==> src/rtl/tsc_pkg.sv <==
package tsc_pkg;
  // strobes from control to datapath
  typedef struct packed {
    logic capture;   // load the output word this cycle
    logic hiRes;     // mode sampled with the hit
  } tsc_ctrl_t;
endpackage

==> src/rtl/tsc_therm_decode.sv <==
module tsc_therm_decode #(
  parameter int TAPS  = 32,
  parameter int TAP_W = $clog2(TAPS)
) (
  input  logic [TAPS-1:0]  tapVec,
  output logic [TAP_W-1:0] tapIdx
);
  localparam logic [TAP_W-1:0] LAST_TAP = TAP_W'(TAPS - 1);

  // lowest zero wins; ones above it (bubbles) are ignored
  always_comb begin
    tapIdx = LAST_TAP;
    for (int i = TAPS - 1; i >= 0; i--) begin
      if (!tapVec[i]) tapIdx = TAP_W'(i);
    end
  end

  logic [TAPS-1:0] belowMask;
  always_comb belowMask = (TAPS'(1) << tapIdx) - TAPS'(1);


  always_comb begin
    if (tapIdx != LAST_TAP) tap_zero_chk: assert (!tapVec[tapIdx]);
  end

  always_comb begin
    tap_below_ones_chk: assert ((tapVec & belowMask) == belowMask);
  end
endmodule

==> src/rtl/tsc_ctrl.sv <==
module tsc_ctrl
  import tsc_pkg::*;
#(
  parameter int LR_CHANNELS = 32,
  parameter int HR_CHANNELS = 8,
  parameter int CHAN_W      = $clog2(LR_CHANNELS)
) (
  input  logic              clk,
  input  logic              rst,
  input  logic              hitStrobe,
  input  logic [CHAN_W-1:0] hitChan,
  input  logic              hiResMode,
  output tsc_ctrl_t         ctrl,
  output logic              stampValid
);
  localparam logic [CHAN_W:0] HR_LIM = (CHAN_W + 1)'(HR_CHANNELS);
  localparam logic [CHAN_W:0] LR_LIM = (CHAN_W + 1)'(LR_CHANNELS);

  logic chanOk;
  always_comb begin
    chanOk = hiResMode ? ({1'b0, hitChan} < HR_LIM) : ({1'b0, hitChan} < LR_LIM);
    ctrl.capture = hitStrobe && chanOk;
    ctrl.hiRes   = hiResMode;
  end

  always_ff @(posedge clk) begin
    if (rst) stampValid <= 1'b0;
    else     stampValid <= ctrl.capture;
  end


  valid_after_hit_chk: assert property (@(posedge clk) disable iff (rst)
    stampValid |-> $past(hitStrobe));

  hr_chan_range_chk: assert property (@(posedge clk) disable iff (rst)
    (hitStrobe && hiResMode && ({1'b0, hitChan} >= HR_LIM)) |=> !stampValid);
endmodule

==> src/rtl/tsc_datapath.sv <==
module tsc_datapath
  import tsc_pkg::*;
#(
  parameter int COARSE_W = 12,
  parameter int PHASE_W  = 3,
  parameter int TAPS     = 32,
  parameter int INTERP_W = 2,
  parameter int CHAN_W   = 5,
  parameter int TAP_W    = $clog2(TAPS),
  parameter int STAMP_W  = COARSE_W + PHASE_W + TAP_W + INTERP_W
) (
  input  logic                clk,
  input  logic                rst,
  input  tsc_ctrl_t           ctrl,
  input  logic [PHASE_W-1:0]  phaseIdx,
  input  logic [TAPS-1:0]     tapVec,
  input  logic [INTERP_W-1:0] interpBits,
  input  logic [CHAN_W-1:0]   hitChan,
  output logic [STAMP_W-1:0]  stamp,
  output logic [CHAN_W-1:0]   stampChan,
  output logic                stampHiRes
);
  localparam int INTERP_LSB = 0;
  localparam int TAP_LSB    = INTERP_LSB + INTERP_W;
  localparam int PHASE_LSB  = TAP_LSB + TAP_W;
  localparam int COARSE_LSB = PHASE_LSB + PHASE_W;

  logic [COARSE_W-1:0] coarseCnt;
  logic [TAP_W-1:0]    tapIdx;
  logic [INTERP_W-1:0] interpSel;
  logic                live;

  tsc_therm_decode #(.TAPS(TAPS), .TAP_W(TAP_W)) u_dec (
    .tapVec(tapVec),
    .tapIdx(tapIdx)
  );

  always_comb interpSel = ctrl.hiRes ? interpBits : '0;

  // free-running coarse count; wraps naturally
  always_ff @(posedge clk) begin
    if (rst) begin
      coarseCnt <= '0;
      live      <= 1'b0;
    end else begin
      coarseCnt <= coarseCnt + 1'b1;
      live      <= 1'b1;
    end
  end

  // output word holds until the next accepted hit
  always_ff @(posedge clk) begin
    if (rst) begin
      stamp      <= '0;
      stampChan  <= '0;
      stampHiRes <= 1'b0;
    end else if (ctrl.capture) begin
      stamp      <= {coarseCnt, phaseIdx, tapIdx, interpSel};
      stampChan  <= hitChan;
      stampHiRes <= ctrl.hiRes;
    end
  end


  coarse_step_chk: assert property (@(posedge clk) disable iff (rst)
    live |-> coarseCnt == COARSE_W'($past(coarseCnt) + 1'b1));

  coarse_pre_inc_chk: assert property (@(posedge clk) disable iff (rst)
    ctrl.capture |=> stamp[COARSE_LSB +: COARSE_W] == COARSE_W'(coarseCnt - 1'b1));

  lr_interp_zero_chk: assert property (@(posedge clk) disable iff (rst)
    (ctrl.capture && !ctrl.hiRes) |=> (stamp[INTERP_LSB +: INTERP_W] == '0) && !stampHiRes);

  hold_chk: assert property (@(posedge clk) disable iff (rst)
    !ctrl.capture |=> $stable(stamp) && $stable(stampChan));
endmodule

==> src/rtl/tdc_stamp_top.sv <==
module tdc_stamp_top
  import tsc_pkg::*;
#(
  parameter int COARSE_W    = 12,
  parameter int PHASE_W     = 3,
  parameter int TAPS        = 32,
  parameter int INTERP_W    = 2,
  parameter int LR_CHANNELS = 32,
  parameter int HR_CHANNELS = 8,
  parameter int CHAN_W      = $clog2(LR_CHANNELS),
  parameter int TAP_W       = $clog2(TAPS),
  parameter int STAMP_W     = COARSE_W + PHASE_W + TAP_W + INTERP_W
) (
  input  logic                clk,
  input  logic                rst,
  input  logic                hitStrobe,
  input  logic [CHAN_W-1:0]   hitChan,
  input  logic                hiResMode,
  input  logic [PHASE_W-1:0]  phaseIdx,
  input  logic [TAPS-1:0]     tapVec,
  input  logic [INTERP_W-1:0] interpBits,
  output logic                stampValid,
  output logic [STAMP_W-1:0]  stamp,
  output logic [CHAN_W-1:0]   stampChan,
  output logic                stampHiRes
);
  tsc_ctrl_t ctrl;

  tsc_ctrl #(
    .LR_CHANNELS(LR_CHANNELS), .HR_CHANNELS(HR_CHANNELS), .CHAN_W(CHAN_W)
  ) u_ctrl (
    .clk(clk), .rst(rst), .hitStrobe(hitStrobe), .hitChan(hitChan),
    .hiResMode(hiResMode), .ctrl(ctrl), .stampValid(stampValid)
  );

  tsc_datapath #(
    .COARSE_W(COARSE_W), .PHASE_W(PHASE_W), .TAPS(TAPS), .INTERP_W(INTERP_W),
    .CHAN_W(CHAN_W), .TAP_W(TAP_W), .STAMP_W(STAMP_W)
  ) u_dp (
    .clk(clk), .rst(rst), .ctrl(ctrl), .phaseIdx(phaseIdx), .tapVec(tapVec),
    .interpBits(interpBits), .hitChan(hitChan), .stamp(stamp),
    .stampChan(stampChan), .stampHiRes(stampHiRes)
  );
endmodule

==> config.mk <==
export PLATFORM = sky130hd
export DESIGN_NAME = tdc_stamp_top
export DESIGN_NICKNAME = d
export VERILOG_FILES = /design/src/rtl/tsc_pkg.sv /design/src/rtl/tsc_therm_decode.sv /design/src/rtl/tsc_ctrl.sv /design/src/rtl/tsc_datapath.sv /design/src/rtl/tdc_stamp_top.sv
export SDC_FILE = /design/constraint.sdc
export NUM_CORES = 1
export LEC_CHECK = 0
export BUFFER_PORTS_ARGS = -buffer_cell sky130_fd_sc_hd__clkbuf_2
export CAP_MARGIN = 20
export CORE_ASPECT_RATIO = 1.4
export CORE_MARGIN = 2
export CORE_UTILIZATION = 29
export CTS_CLUSTER_SIZE = 24
export DETAILED_ROUTE_END_ITERATION = 12
export SLEW_MARGIN = 25
export SYNTH_ARGS = -nofsm -noshare
export SYNTH_HDL_FRONTEND = slang
export SYNTH_HIERARCHICAL = 1
export SYNTH_SLANG_ARGS = --single-unit
==> constraint.sdc <==
create_clock -name clk -period 3.5 [get_ports clk]
set_input_delay 0.7 -clock clk [delete_from_list [all_inputs] [get_ports clk]]
set_output_delay 0.7 -clock clk [all_outputs]
set_load 0.01 [all_outputs]
* Word level (Yosys, flattened, before mapping)
Index checks and enable logic that the tools add are counted.
Operators by class: add/sub/neg operators 1, reductions and logical operators 1, muxes and demuxes 33, $lt $le $gt $ge 1
Operator list (count):
- $mux W5 | 30
- $add A12 B1 Y12 const B | 1
- $lt A5 B4 Y1 const B | 1
- $mux W1 | 2
- $mux W2 | 1
- $logic_and A1 B1 Y1 | 1
Storage, ports and cells: logic and storage cells 41, output and inout bits 29, flip-flop bits (word level) 41, input port bits 46

* Logic depth before layout (Yosys ltp)
Gate-level depths: netlist of the first run.
word-level depth 31, depth in mapped cells 6, gate-level depth less buffers 6

* Hierarchy
The synthesis of the first run kept the hierarchy.
By module, submodules not included:
- tsc_datapath | area an instance 1488.9 um^2, seq. area each 800.8 um^2, cells an instance 149, instances 1
- tsc_therm_decode | area an instance 346.6 um^2, seq. area each 0.0 um^2, cells an instance 62, instances 1
- tsc_ctrl | area an instance 48.8 um^2, seq. area each 20.0 um^2, cells an instance 5, instances 1

* Least setup slack after synthesis of the first run
OpenSTA, ideal clock, no wires.
path type input-to-reg, start in tapVec[7], end reg u_dp.stamp[2], arrival 1.628 ns, path buffers 0, stages on the path 6, library setup time 0.065 ns, data required time 3.435 ns, path slack 1.807 ns, cell sequence nor2b_4 -> o21ai_2 -> or4b_1 -> o221ai_1 -> mux2i_1 -> nor2_1
Between the ends: cells in the longest elaborated chain, start to end 8
Ends and longest elaborated chain:
- start: declaration | line tdc_stamp_top.sv:20 | input logic [TAPS-1:0] tapVec,
- $mux W5 (8 in a row) | line tsc_therm_decode.sv:14 | if (!tapVec[i]) tapIdx = TAP_W'(i);
- named net u_dp.tapIdx[0] | line tsc_datapath.sv:29 | logic [TAP_W-1:0] tapIdx;
- end signal: assignment | line tsc_datapath.sv:58 | stamp <= {coarseCnt, phaseIdx, tapIdx, interpSel};
- end: declaration | line tsc_datapath.sv:19 | output logic [STAMP_W-1:0] stamp,
The timed path passes the listed nets, and every way through them passes these cells. A chain may end at the register's enable or synchronous reset.

==> impl_results.md, run 1 <==
- Max-slew headroom: 41.4%
- Final core utilization: 38.4%
- IO Count: 75
- DRT antenna net count: 0
- Setup Buffers After CTS: 0
- Clock Latency Late Sink: around 290 ps
- Htree depth: 2
- Post-synth EDFFs: 0
- Via count: between 1.5k and 2k
- Slew @ Worst Pin: 879 ps
- Outcome: completed
- Final hold viol count: 0
- Syn Area/Cell: 8.72 um^2
- # hold bufs at CTS: 0
- Clk buf depth: 2
- Port bufs: 73
- Synth Net Count: 263
- Crit Path Max Fanout: 30
- Sink Count: 41
- DR vias/cell: 4.97
- Detailed Routing Iterations Pass 1: 4
- Largest net degree at the start of global routing: 42
- Post-layout nets: 333
- Hold Path Class: reg2reg
- Pwr Density: 414 mW/mm^2
- Share of synthesized registers carrying an async set or reset: 0%
- Layout cells sized above 1: between 20% and 30%
- Synth Register Bits: 41
- Initial antenna violation count: 0
- DRT Wirelength: between 4 and 5 mm
- Setup Skew: 6.10 ps
- 1st-iter DRT viols: 47
- Starting density of the core: 30.1%
- Synth cell types: 39
- Layout area overhead: 27.6%
- Global Route Usage Sum: 12.5%
- Cell Area, Synth: 0.00188 mm^2
- Cell count after synthesis: roughly 220
- Row cnt: 34
- Worst setup margin: around 1600 ps
- Worst-path clk slew: 80 ps
- Required time of the critical path: 3650 ps
- Die Width: 72.1 um
- CP startpoint kind: input pin
- Vert. Die Dim: around 99 um
- Total power: 0.995 mW
- RSZ-0062 raised after global routing: false
- Crit. End Element: flip-flop
- Synth Warn #: 6
- Peak Freq: 515 MHz
- Gr ovfl total: 0
- Pre-CTS setup slack: 1210 ps
- CTS tree: built
- Max_cap viols: 0
- Global-route wire length before repair: 7.05 mm
- Tcrit/Tclk final: 55.5%
- Post-CTS resize count: 0
- CTS root buf: clkbuf_8
- Ant. Diodes: 0
- Final setup viols: 0
- Finished Cell Area: 0.00240 mm^2
- Type of the worst setup path: in2reg
- Count of final max-slew check failures: 0
- RD Place Congestion: ~0.86
- Vias in the first global route: roughly 1.6k
- Peak supply drop: around 0.23 mV
- Post-route minimum period: 1940 ps
- Total CTS buffers: 5
- Seq/Total Area, Yosys: 43.6%
- Drt wl/cell: 12.7 um
- Core area: 0.00625 mm^2
- Setup TNS: 0 ps
- Crit path DAT: ~2100 ps
- HPWL Detailed: 3.40 mm
- Placed Area: 0.00229 mm^2
- Die ar.: 0.00717 mm^2
- Leak Pwr: 1.06 nW
- Ys flop type: dfxtp_1
- Remaining DRCs: 0
-- registers in the layout, summed over array words and instances, names as in the netlist --
name	cells
u_ctrl/stampValid	1
u_dp/stampHiRes	1
u_dp/coarseCnt	12
u_dp/stamp	22
u_dp/stampChan	5
-- critical path, cell delays in order --
cell      delay (ps)
clkbuf_2          90
o21ai_1          190
and2_2           770
mux2i_1          280
nor2_1            50
-- cell usage in the layout, fill, tap and decap left out, types with 5 or more instances in the layout --
cell and count:
o21ai_0 5, a21oi_1 14, inv_1 7, clkbuf_8 6, mux2i_1 26, dfxtp_1 41, nand4_1 6, nor2_1 34
o31ai_1 5, nand2_1 17, nand3_1 10, clkbuf_2 73
-- final cells by class --
type / instances / area (um^2)
fillers: 662 / 3850
multi-input cells: 158 / 985
flip-flops and latches: 41 / 821
repair buffers: 73 / 365
well taps: 72 / 90.1
clock buffers: 7 / 86.3
clock inverters: 1 / 30.0
inverters: 7 / 26.3
-- synthesized netlist by cell type (2+ instances only) --
cell type,n,area (um^2)
a21oi_1,14,70.1
o31ai_1,5,37.5
dfxtp_1,41,821
nand2b_1,4,25.0
nor2b_1,2,12.5
mux2i_1,26,260
buf_2,3,15.0
o21ai_0,5,25.0
nor3_1,2,10.0
or3_1,4,25.0
a31oi_1,2,12.5
or4_1,4,30.0
nor2_1,34,128
inv_1,7,26.3
nand2_1,17,63.8
clkbuf_1,5,18.8
nand3_1,10,50.1
nand4_1,6,37.5
o221ai_1,3,26.3
and3_1,2,12.5
xor2_1,2,17.5
-- cells by family (layout without fill, tap and decap cells) --
logic type      after synthesis  count (layout)  synth area share, %
compound gates               35              35                 11.6
xor+xnor                      3               3                 1.39
fa+ha+maj                     1               1                0.664
buf+inv                      17              88                 4.18
flops                        41              41                 43.6
mux                          26              26                 13.8
simple gates                 93              93                 24.8
-- metal layers --
layer	wire length [um]	vias up	part of all wire [%]	global-route usage (%)
met5	0	-	0	0
met3	309	9	6.8	3.04
li1	-	908	-	-
met4	109	0	2.4	6.10
met2	2240	65	49	22.1
met1	1890	801	42	13.7
-- where the power goes --
group / total (mW) / switching (mW) / internal (mW) / leakage [nW]
Clock: 0.391 / 0.159 / 0.233 / 0.0585
Combinational: 0.114 / 0.0618 / 0.0525 / 0.670
Sequential: 0.489 / 0.0102 / 0.479 / 0.333
Total: 0.995 / 0.231 / 0.764 / 1.06
-- final timing paths --
kind	endpoint	start	depth (start not counted)	slack (ps)
min	u_dp/stamp[0]$_SDFFE_PP0P_	u_dp/stamp[0]$_SDFFE_PP0P_	2	470
min reg2reg	u_dp/stamp[0]$_SDFFE_PP0P_	u_dp/stamp[0]$_SDFFE_PP0P_	2	470
max	u_dp/stamp[20]$_SDFFE_PP0P_	hitChan[3]	5	1560
max reg2reg	u_dp/coarseCnt[8]$_SDFF_PP0_	u_dp/coarseCnt[0]$_SDFF_PP0_	4	1950
-- per-stage QoR --
stage | hold WS [ps] | instances
finish | 474 | 359
global route | 494 | 359
CTS | 479 | 359
detailed placement | 465 | 351
global placement | 457 | 351
floorplan | 452 | 216
Note: power is estimated with default switching activity, not from simulation.
==> run 2: changes to the inputs <==
ABC_AREA = 1   (was not set)
clock period = 1.8 ns   (was 3.5 ns; I/O delays follow)
==> impl_results.md, run 2 <==
- DRT Wirelength: 4.16 mm (-8.5%)
- Placed cell count: 409 (+17%)
- Worst-path clk slew: 80 ps (about the same)
- Gr ovfl total: 0 (unchanged)
- Crit path DAT: 1990 ps (-100 ps)
- Clock Latency Late Sink: 290 ps (about the same)
- Max reg flops: 22 (unchanged)
- Setup TNS: 0 ps (unchanged)
- Commonest non-fill, non-tap cell in the layout: clkbuf_2
- Post-layout nets: 391 (+17%)
- Via count: 1873 (+5.0%)
- DR vias/cell: 4.49 (-9.6%)
- Commonest non-fill, non-tap cells in the layout: 73 x clkbuf_2, 68 x nand2_1, 66 x nor2_1, 41 x dfxtp_1, 29 x o21ai_0
- Sink Count: 41 (unchanged)
- Vias in the first global route: 1642 (+2.2%)
- CTS root buf: clkbuf_8
- Vert. Die Dim: 98.0 um (-1.3%)
- Setup Buffers After CTS: 0 (unchanged)
- Layout area overhead: 27.5% (about the same)
- Outcome: completed
- CP startpoint kind: input pin
- Top flop regs: u_dp/stamp (22), u_dp/coarseCnt (12), u_dp/stampChan (5)
- Cell count after synthesis: 273 (+26%)
- Total CTS buffers: 5 (unchanged)
- Largest cells by area after synthesis: dfxtp_1 45%, nand2_1 14%, nor2_1 14%
- Initial antenna violation count: 0 (unchanged)
- R2R Path Start: u_dp/coarseCnt[1]$_SDFF_PP0_
- Clk buf depth: 2 (unchanged)
- Remaining DRCs: 0 (unchanged)
- Crit Path Max Fanout: 2 (-93%)
- Top-count cell post-synth: nand2_1
- Count of final max-slew check failures: 0 (unchanged)
- Synth Net Count: 320 (+22%)
- Peak supply drop: 0.337 mV (+45%)
- Pwr Density: 778 mW/mm^2 (+88%)
- Synth Warn #: 6 (unchanged)
- Yosys top cell area share: 44.8% (+1.2 points)
- Setup Skew: 8.56 ps (+2.47 ps)
- Peak Freq: 563 MHz
- Ys flop type: dfxtp_1
- Final core utilization: 37.9% (-0.57 points)
- End of the worst hold path: u_dp/stampChan[0]$_SDFFE_PP0P_
- Largest net degree at the start of global routing: 36 (-14%)
- IO Count: 75 (unchanged)
- Post-synth EDFFs: 0 (unchanged)
- Port bufs: 73 (unchanged)
- Max-slew headroom: 56.1% (+15 points)
- Synth cell types: 22 (-44%)
- Final hold viol count: 0 (unchanged)
- Post-route minimum period: about 1800 ps
- Required time of the critical path: 2020 ps (-1630 ps)
- Leak Pwr: 1.14 nW (+7.5%)
- Grt met2 use: 20.6% (-1.5 points)
- CTS tree: built
- Final setup viols: 0 (unchanged)
- Synth area leader: dfxtp_1
- Die Width: 71.2 um (-1.3%)
- Die ar.: 0.00698 mm^2 (-2.7%)
- Met1 Use GR: 13.4% (-0.32 points)
- Row cnt: 34 (unchanged)
- Hold Path Class: in2reg
- Synth top cells by count: 68 x nand2_1, 66 x nor2_1, 41 x dfxtp_1, 29 x o21ai_0, 18 x a21oi_1
- DRT antenna net count: 0 (unchanged)
- Seq/Total Area, Yosys: 44.8% (+1.2 points)
- Crit. End Element: flip-flop
- Global-route wire length before repair: 6.85 mm (-2.8%)
- Tcrit/Tclk final: 98.7%
- Max stage delay on crit path: 110 ps (-660 ps)
- Global routing's busiest layer: met2
- Layout cells sized above 1: 25.5% (-4.1 points)
- Max_cap viols: 0 (unchanged)
- RSZ-0062 raised after global routing: true
- Worst-case reg-to-reg path depth: 5 (+1)
- Syn Area/Cell: 6.71 um^2 (-23%)
- Met3 GRT Util: 3.10% (+0.056 points)
- RR Endpoint: u_dp/coarseCnt[6]$_SDFF_PP0_
- Type of the worst setup path: in2reg
- Cell Area, Synth: 0.00183 mm^2 (-2.8%)
- Hold Path Origin: hitChan[0]
- Slew @ Worst Pin: 658 ps (-221 ps)
- CP max stage cell: a21oi_2
- Starting density of the core: 29.7% (-0.44 points)
- Ant. Diodes: 0 (unchanged)
- RD Place Congestion: 0.798 (-7.1%)
- Detailed Routing Iterations Pass 1: 4 (unchanged)
- 1st-iter DRT viols: 48 (+2.1%)
- WHS Path Cells: 3 (+1)
- Largest register by flop count: u_dp/stamp
- Htree depth: 2 (unchanged)
- # hold bufs at CTS: 0 (unchanged)
- HPWL Detailed: 3.18 mm (-6.5%)
- Core area: 0.00617 mm^2 (-1.4%)
- Share of synthesized registers carrying an async set or reset: 0% (unchanged)
- Drt wl/cell: 9.98 um (-21%)
- Reg2Reg Setup Slack: 650 ps (-1300 ps)
- Synth Register Bits: 41 (unchanged)
- Global Route Usage Sum: 11.9% (-0.66 points)
- Layout Cells excl Fill: 417 (+16%)
- Most Frequent Cell on Critical Path: nand2_1
run 2: cell count changes after synthesis, moves of 4 or more:
cell,before,now
a21oi_1,14,18
clkbuf_1,5,1
inv_1,7,17
mux2i_1,26,0
nand2_1,17,68
nand2b_1,4,0
nand4_1,6,2
nor2_1,34,66
o21ai_0,5,29
o31ai_1,5,0
or3_1,4,0
or4_1,4,0
run 2: kinds of logic after synthesis:
family | share of synthesized area (%)
DFF | 44.8
xor gates and xnor gates | 0.478
AOI/OAI and AO/OA | 14.3
and+or+nand+nor | 32.9
adders and majority gates | 0.683
buffers and inverters | 6.83
run 2: worst max path at each step:
stage,from,endpoint,slack [ps],cells after the start
global route,tapVec[29],u_dp/stamp[2]$_SDFFE_PP0P_,-270,32
global placement,tapVec[29],u_dp/stamp[2]$_SDFFE_PP0P_,-280,32
detailed placement,tapVec[29],u_dp/stamp[2]$_SDFFE_PP0P_,-310,32
floorplan,tapVec[30],u_dp/stamp[2]$_SDFFE_PP0P_,-40,32
finish,tapVec[29],u_dp/stamp[2]$_SDFFE_PP0P_,20,32
CTS,tapVec[29],u_dp/stamp[2]$_SDFFE_PP0P_,0.2,32
run 2: power breakdown:
| group | leakage, nW | internal, mW | switching (mW) | total, mW |
|---|---|---|---|---|
| clock network | 0.0450 | 0.269 | 0.298 | 0.567 |
| registers | 0.336 | 0.955 | 0.0258 | 0.981 |
| logic | 0.759 | 0.116 | 0.153 | 0.268 |
| total | 1.14 | 1.34 | 0.477 | 1.82 |
run 2: layer usage:
layer	up-vias	share of wire (%)
met3	6	6.8
met4	0	1.8
met1	808	45
li1	1008	-
met5	-	0
met2	51	47
run 2: final cells by class:
| class | count | area (um^2) |
|---|---|---|
| clock inverter | 2 | 10.0 |
| tap | 72 | 90.1 |
| clock buffer | 6 | 72.6 |
| multi-input combinational | 204 | 886 |
| sequential | 41 | 821 |
| fill | 672 | 3830 |
| inverter | 17 | 63.8 |
| timing repair buffer | 75 | 393 |
run 2: repair_timing:
| action | in CTS | in global routing |
|---|---|---|
| hold endpoints to repair | 0 | 0 |
| setup endpoints to repair | 1 | 1 |
| resized for setup | 0 | 0 |
| pin swaps | 1 | 0 |
run 2: worst max-delay path, delay by kind of cell:
kind / cells / cell delay [ps]
buffers and inverters: 1 / 90
AND/OR/NAND/NOR: 30 / 1460
AO/OA/AOI/OAI: 1 / 110
run 2: through the flow:
step           setup slack [ps]  power (mW)  hold WS, ps  area (um^2)
2_1_floorplan             -41.1        1.15          427         1830
3_3_place_gp               -275        1.27          445         2250
3_5_place_dp               -312        1.28          458         2250
4_1_cts                   0.220        1.85          291         2340
5_1_grt                    -270        1.92          310         2340
6_report                   23.5        1.82          295         2340
